## src/rtl/iso_in_pkg.sv

```systemverilog
package iso_in_pkg;
    typedef enum logic [1:0] {
        ST_IDLE   = 2'd0,
        ST_SEND   = 2'd1,
        ST_FINISH = 2'd2
    } tx_state_e;
endpackage

```

## src/rtl/epbuf_bank.sv

```systemverilog
// One byte store with an append counter; writes past DEPTH are ignored.
module epbuf_bank #(
    parameter int DW    = 8,
    parameter int DEPTH = 64,
    localparam int AW   = $clog2(DEPTH),
    localparam int CW   = $clog2(DEPTH + 1)
) (
    input  logic          clk,
    input  logic          rst_n,
    input  logic          clr,
    input  logic          wr_en,
    input  logic [DW-1:0] wr_data,
    input  logic [AW-1:0] rd_idx,
    output logic [DW-1:0] rd_data,
    output logic [CW-1:0] count,
    output logic          full
);
    logic [DW-1:0] mem [DEPTH];

    assign full    = (count == CW'(DEPTH));
    assign rd_data = mem[rd_idx];

    always_ff @(posedge clk) begin
        if (wr_en && !full && !clr) begin
            mem[count[AW-1:0]] <= wr_data;
        end
    end

    always_ff @(posedge clk or negedge rst_n) begin
        if (!rst_n) begin
            count <= '0;
        end else if (clr) begin
            count <= '0;
        end else if (wr_en && !full) begin
            count <= count + CW'(1);
        end
    end
endmodule

```

## src/rtl/epbuf_rx.sv

```systemverilog
// OUT-direction store: keeps up to DEPTH bytes, reports length and CRC verdict.
module epbuf_rx #(
    parameter int DW    = 8,
    parameter int DEPTH = 64,
    localparam int AW   = $clog2(DEPTH),
    localparam int CW   = $clog2(DEPTH + 1)
) (
    input  logic          clk,
    input  logic          rst_n,
    input  logic          flush,
    input  logic          in_valid,
    input  logic [DW-1:0] in_data,
    input  logic          in_end,
    input  logic          in_crc_ok,
    input  logic [AW-1:0] rd_addr,
    output logic [DW-1:0] rd_data,
    output logic [CW-1:0] pkt_len,
    output logic          pkt_ok
);
    logic [CW-1:0] fill;
    logic          fill_full;

    epbuf_bank #(.DW(DW), .DEPTH(DEPTH)) u_store (
        .clk     (clk),
        .rst_n   (rst_n),
        .clr     (flush || in_end),
        .wr_en   (in_valid && !flush),
        .wr_data (in_data),
        .rd_idx  (rd_addr),
        .rd_data (rd_data),
        .count   (fill),
        .full    (fill_full)
    );

    always_ff @(posedge clk or negedge rst_n) begin
        if (!rst_n) begin
            pkt_len <= '0;
            pkt_ok  <= 1'b0;
        end else if (flush) begin
            pkt_len <= '0;
            pkt_ok  <= 1'b0;
        end else begin
            pkt_ok <= in_end && in_crc_ok;
            if (in_end) begin
                pkt_len <= fill;
            end
        end
    end
endmodule

```

## src/rtl/iso_in_epbuf.sv

```systemverilog
module iso_in_epbuf
    import iso_in_pkg::*;
#(
    parameter int DW    = 8,
    parameter int DEPTH = 64,
    localparam int AW   = $clog2(DEPTH),
    localparam int CW   = $clog2(DEPTH + 1),
    localparam int NB   = 2
) (
    input  logic          clk,
    input  logic          rst_n,
    input  logic          cfg_enable,
    input  logic          cfg_pingpong,
    input  logic          cfg_irq_en,
    input  logic          fw_wr_valid,
    input  logic [DW-1:0] fw_wr_data,
    input  logic          fw_set_ready,
    input  logic          fw_clr_done,
    output logic          st_wr_bank,
    output logic          st_ready,
    output logic          st_done,
    output logic          st_overflow,
    output logic          irq,
    input  logic          usb_in_token,
    output logic          tx_valid,
    output logic [DW-1:0] tx_data,
    output logic          tx_last,
    output logic          tx_empty,
    input  logic          out_valid,
    input  logic [DW-1:0] out_data,
    input  logic          out_end,
    input  logic          out_crc_ok,
    input  logic [AW-1:0] rx_rd_addr,
    output logic [DW-1:0] rx_rd_data,
    output logic [CW-1:0] rx_len,
    output logic          rx_pkt_ok
);
    tx_state_e     state_q, state_d;
    logic [AW-1:0] idx_q;
    logic          wr_bank_q, rd_bank_q, last_q;
    logic [NB-1:0] ready_q, done_q;
    logic          ovf_q;

    logic [DW-1:0] bk_rd_data [NB];
    logic [CW-1:0] bk_cnt     [NB];
    logic [NB-1:0] bk_full;

    logic          wr_blocked, fw_wr_ok, rd_ready, last_byte;
    logic [CW-1:0] rd_cnt;

    assign wr_blocked = ready_q[wr_bank_q] | done_q[wr_bank_q];
    assign fw_wr_ok   = cfg_enable && fw_wr_valid && !wr_blocked;
    assign rd_ready   = ready_q[rd_bank_q];
    assign rd_cnt     = bk_cnt[rd_bank_q];
    assign last_byte  = (CW'(idx_q) == rd_cnt - CW'(1));

    for (genvar b = 0; b < NB; b++) begin : g_bank
        localparam logic BSEL = 1'(b);
        epbuf_bank #(.DW(DW), .DEPTH(DEPTH)) u_bank (
            .clk     (clk),
            .rst_n   (rst_n),
            .clr     (!cfg_enable || (state_q == ST_FINISH && rd_bank_q == BSEL)),
            .wr_en   (fw_wr_ok && wr_bank_q == BSEL),
            .wr_data (fw_wr_data),
            .rd_idx  (idx_q),
            .rd_data (bk_rd_data[b]),
            .count   (bk_cnt[b]),
            .full    (bk_full[b])
        );
    end

    // Next-state logic
    always_comb begin
        state_d = state_q;
        unique case (state_q)
            ST_IDLE: begin
                if (usb_in_token && rd_ready) begin
                    state_d = (rd_cnt == '0) ? ST_FINISH : ST_SEND;
                end
            end
            ST_SEND: begin
                if (last_byte) state_d = ST_FINISH;
            end
            ST_FINISH: state_d = ST_IDLE;
            default:   state_d = ST_IDLE;
        endcase
        if (!cfg_enable) state_d = ST_IDLE;
    end

    // State register and byte index
    always_ff @(posedge clk or negedge rst_n) begin
        if (!rst_n) begin
            state_q <= ST_IDLE;
            idx_q   <= '0;
        end else begin
            state_q <= state_d;
            idx_q   <= (state_q == ST_SEND && state_d == ST_SEND) ? idx_q + AW'(1) : '0;
        end
    end

    // Outputs
    always_comb begin
        tx_valid = (state_q == ST_SEND);
        tx_data  = bk_rd_data[rd_bank_q];
        tx_last  = (state_q == ST_SEND) && last_byte;
        tx_empty = (state_q == ST_FINISH) && (rd_cnt == '0);
    end

    // Bank pointers and flags
    always_ff @(posedge clk or negedge rst_n) begin
        if (!rst_n) begin
            wr_bank_q <= 1'b0;
            rd_bank_q <= 1'b0;
            last_q    <= 1'b0;
            ready_q   <= '0;
            done_q    <= '0;
            ovf_q     <= 1'b0;
        end else if (!cfg_enable) begin
            wr_bank_q <= 1'b0;
            rd_bank_q <= 1'b0;
            last_q    <= 1'b0;
            ready_q   <= '0;
            done_q    <= '0;
            ovf_q     <= 1'b0;
        end else begin
            if (fw_clr_done) begin
                done_q[last_q] <= 1'b0;
                if (cfg_pingpong && done_q[~last_q]) last_q <= ~last_q;
            end
            if (fw_set_ready && !wr_blocked) begin
                ready_q[wr_bank_q] <= 1'b1;
                if (cfg_pingpong) wr_bank_q <= ~wr_bank_q;
            end
            if (fw_wr_valid && !wr_blocked && bk_full[wr_bank_q]) begin
                ovf_q <= 1'b1;
            end
            if (state_q == ST_FINISH) begin
                ready_q[rd_bank_q] <= 1'b0;
                done_q[rd_bank_q]  <= 1'b1;
                last_q             <= rd_bank_q;
                if (cfg_pingpong) rd_bank_q <= ~rd_bank_q;
            end
        end
    end

    assign st_wr_bank  = wr_bank_q;
    assign st_ready    = ready_q[wr_bank_q];
    assign st_done     = done_q[last_q];
    assign st_overflow = ovf_q;
    assign irq         = cfg_irq_en && (done_q != '0);

    epbuf_rx #(.DW(DW), .DEPTH(DEPTH)) u_rx (
        .clk       (clk),
        .rst_n     (rst_n),
        .flush     (!cfg_enable),
        .in_valid  (out_valid),
        .in_data   (out_data),
        .in_end    (out_end),
        .in_crc_ok (out_crc_ok),
        .rd_addr   (rx_rd_addr),
        .rd_data   (rx_rd_data),
        .pkt_len   (rx_len),
        .pkt_ok    (rx_pkt_ok)
    );
endmodule

```

## config.mk

```make
export PLATFORM = sky130hd
export DESIGN_NAME = iso_in_epbuf
export DESIGN_NICKNAME = d
export VERILOG_FILES = /design/src/rtl/iso_in_pkg.sv /design/src/rtl/epbuf_bank.sv /design/src/rtl/epbuf_rx.sv /design/src/rtl/iso_in_epbuf.sv
export SDC_FILE = /design/constraint.sdc
export NUM_CORES = 2
export LEC_CHECK = 0
export BUFFER_PORTS_ARGS = -buffer_cell sky130_fd_sc_hd__buf_2
export CELL_PAD_IN_SITES_DETAIL_PLACEMENT = 0
export CELL_PAD_IN_SITES_GLOBAL_PLACEMENT = 2
export CORE_MARGIN = 10
export CORE_UTILIZATION = 50
export DETAILED_ROUTE_END_ITERATION = 8
export PLACE_DENSITY_LB_ADDON = 0.1
export SLEW_MARGIN = 20
export SYNTH_ARGS = -nofsm -noshare
export SYNTH_HDL_FRONTEND = slang
export SYNTH_HIERARCHICAL = 1
export SYNTH_SLANG_ARGS = --single-unit
```

## constraint.sdc

```tcl
create_clock -name clk -period 3.9 [get_ports clk]
set_input_delay 0.585 -clock clk [delete_from_list [all_inputs] [get_ports clk]]
set_output_delay 0.585 -clock clk [all_outputs]
set_load 0.05 [all_outputs]
```

==> results.py <==
metrics = {
    "die": {
        "core_area_mm2": 0.124,
        "fp.dieW_um": 374,
        "fp.dieH_um": 374,
        "ios": 66,
        "dieArea_mm2": 0.140,
        "rows": 129,
        "start_util_pct": 50.4,
    },
    "power": {
        "p_per_area_mw_per_mm2": 476,
        "p_switching_mw": 7.08,
        "ir_drop_mv": 0.440,
        "pwr-share-seq_pct": 53.2,
        "total_power_mw": 35.1,
        "p_sw_share_pct": 20.2,
        "power_leakage_nw": 23.4,
        "internal_power_mw": 28.0,
        "clkPwrFrac_pct": 43.6,
        "combPwrFrac_pct": 3.2,
    },
    "min_path": {
        "hold_path_class": "in2reg",
    },
    "global_route": {
        "grt_max_degree": 129,
        "overflow": 0,
        "grt_pass1_vias": 33200,
        "grt_pass1_wl_um": 227000,
        "grt.total_usage_pct": 22.0,
        "antenna_found_initial": 2,
    },
    "clock_network": {
        "htree_levels": 4,
        "clock_sinks": 1581,
        "clock_latency_ns": 0.79,
        "path_clk_slew_ns": 0.06,
        "cts-buffers-inserted": 163,
        "cts_tree": "built",
        "cts_max_path_buffers": 3,
        "cts-root-buf": "clkbuf_16",
    },
    "critical_path": {
        "critPathLaunchType": "flop",
        "path_cells": "buf_6, buf_12, buf_16, buf_6, or3_4, o221a_4, nand4_1, o32ai_4, mux2_4, buf_8",
        "worstPathArrival_ns": 3.55,
        "cp.buffers_inverters": 5,
        "cp_slowest_cell": "dfrtp_4",
        "crit_top_cell": "buf_6",
        "path_delay_family": "buffers and inverters",
        "critPathCaptureType": "output port",
        "required_ns": 3.31,
        "critPathMaxFanout": 6,
        "slowest_delay_ns": 0.52,
        "crit_type": "reg2out",
    },
    "synthesis": {
        "avgSynthCellArea_um2": 20.2,
        "netlist_area_mm2": 0.0626,
        "synthCells": 3104,
        "syn_nets": 3146,
        "yosys_warnings": 6,
    },
    "final_layout": {
        "finish.utilization_pct": 59.4,
        "nFillCells": 8926,
        "drive_gt1_share_pct": 32.8,
        "area_delta_synth_final_pct": 17.8,
        "nets": 3563,
    },
    "detailed_routing": {
        "ant_nets": 0,
        "vias_per_cell": 6.07,
        "wl_per_cell_um": 29.3,
        "route.detailed.drc": 0,
        "wl_um": 155000,
        "drtPass1Iterations": 5,
        "drt_iter0_drc": 3197,
        "num_vias": 32100,
    },
    "sta": {
        "final.min_clock_period_ns": 4.14,
        "slew_viol_final": 0,
        "slew_headroom_pct": 27.1,
        "setup_viol": 8,
        "fin_tns_setup_ns": -1.47,
        "skew_ns": 0.0214,
        "timing.final.ws_setup_ns": -0.236,
        "rsz0062_at_grt": "yes",
        "hold_violations": 0,
        "fin_crit_sh_pct": 106,
        "tightest_slew_ns": 1.09,
        "max_clock_freq_mhz": 242,
    },
    "place": {
        "gp_congestion": 0.831,
        "post-place-ws_ns": 0.107,
        "dp.final_hpwl_um": 98300,
        "io_buffers": 65,
    },
    "status": {
        "violations": "negative setup slack",
        "status": "finished, violations left",
    },
    "run": {
        "maxCapViolations": 0,
    },
}
power by group through the flow:
| stage | sequential (mW) | combinational, mW | clock [mW] |
|---|---|---|---|
| after global placement | 19.0 | 1.06 | 0 |
| after CTS | 18.7 | 1.15 | 15.6 |
| after floorplan | 19.0 | 0.510 | 0 |
| after global routing | 18.6 | 1.21 | 16.3 |
| final | 18.7 | 1.14 | 15.3 |
| after detailed placement | 19.0 | 1.09 | 0 |
path summary, 6_finish.rpt:
| check | from | endpoint | slack, ns | cells after the start |
|---|---|---|---|---|
| max in group asynchronous | rst_n | g_bank[0].u_bank/count[3] | 2.69 | 3 |
| setup / recovery | idx_q[0] | tx_data[0] | -0.24 | 10 |
| hold reg to reg | u_rx/pkt_len[6] | u_rx/pkt_len[6] | 0.52 | 2 |
| setup reg to reg | ready_q[1] | g_bank[0].u_bank/mem[14][0] | 0.23 | 10 |
| hold / removal | out_end | u_rx/pkt_ok | 0.14 | 3 |
| min in group asynchronous | rst_n | u_rx/pkt_len[0] | 0.47 | 2 |
sequential cells by signal, indices dropped and copies added (netlist names), 2 cells and up:
register             count
done_q                   2
u_rx/pkt_len             7
idx_q                    6
ready_q                  2
u_rx/u_store/count       7
g_bank.u_bank/count     14
g_bank.u_bank/mem     1024
u_rx/u_store/mem       512
state_q                  2
layout by cell type (no fill, tap or decap), types with 12 or more instances in the layout:
cell and count:
mux2i_1 112, buf_12 26, nand4_1 26, clkinv_2 22, o221ai_1 16, bufinv_16 19, nand3_1 26, nand2_1 52
o21ai_0 21, clkbuf_16 166, nor2_1 248, nand3b_1 18, and2_1 17, clkbuf_1 41, buf_4 298, mux4_2 336
mux2_2 65, o22ai_2 15, buf_16 17, clkinv_1 26, a22oi_1 20, nor2b_1 12, xor2_1 14, a21oi_1 14
mux2_4 15, edfxtp_1 1536, o22ai_1 23, nor2_2 15, xnor2_1 12, dfrtp_1 40, o221a_2 13, o22a_1 15
or3_1 13, buf_2 42, o21a_1 17, a211oi_1 12, inv_1 18, buf_6 21
layout make-up:
cell class | count | area, µm² | share of cell area (%)
inverters | 24 | 95.1 | 0.129
clock buffers | 205 | 4260 | 5.77
diodes | 1 | 2.50 | 0.00339
flip-flops and latches | 1581 | 47300 | 64.1
well taps | 1637 | 2050 | 2.78
repair buffers | 421 | 3990 | 5.41
clock inverters | 84 | 961 | 1.30
multi-input cells | 1330 | 15100 | 20.5
stage by stage:
step,area [µm²],hold WS [ns],cells
final,73700,0.140,5283
after global routing,73700,0.139,5282
after CTS,73400,0.0822,5270
after detailed placement,66600,0.509,4936
after global placement,66600,0.506,4936
after floorplan,62600,0.289,3104
repair_timing:
action	in CTS	in global routing
buffers inserted	33	10
endpoints found under the hold margin	36	0
gates resized for setup	194	35
gates cloned	11	2
endpoints found under the setup margin	8	121
pin swaps	27	7
hold buffers	2	0
worst reg2reg max path: stages, from the launching register on:
cell and delay [ns]:
dfrtp_1 0.41, or3_1 0.40, o31ai_1 0.12, nand3_1 0.18, nor2_1 0.42, inv_1 0.11, a2111oi_0 0.47, buf_4 0.23
nand3_1 0.52, nor2_1 0.30, buf_4 0.22
routing by layer:
layer | global-route usage (%) | share of wire, %
met1 | 29.6 | 41
met2 | 37.2 | 50
met3 | 3.68 | 6.2
met4 | 6.04 | 2.3
met5 | 0 | 0.0084
No activity file was read; power rests on OpenSTA's default activity.
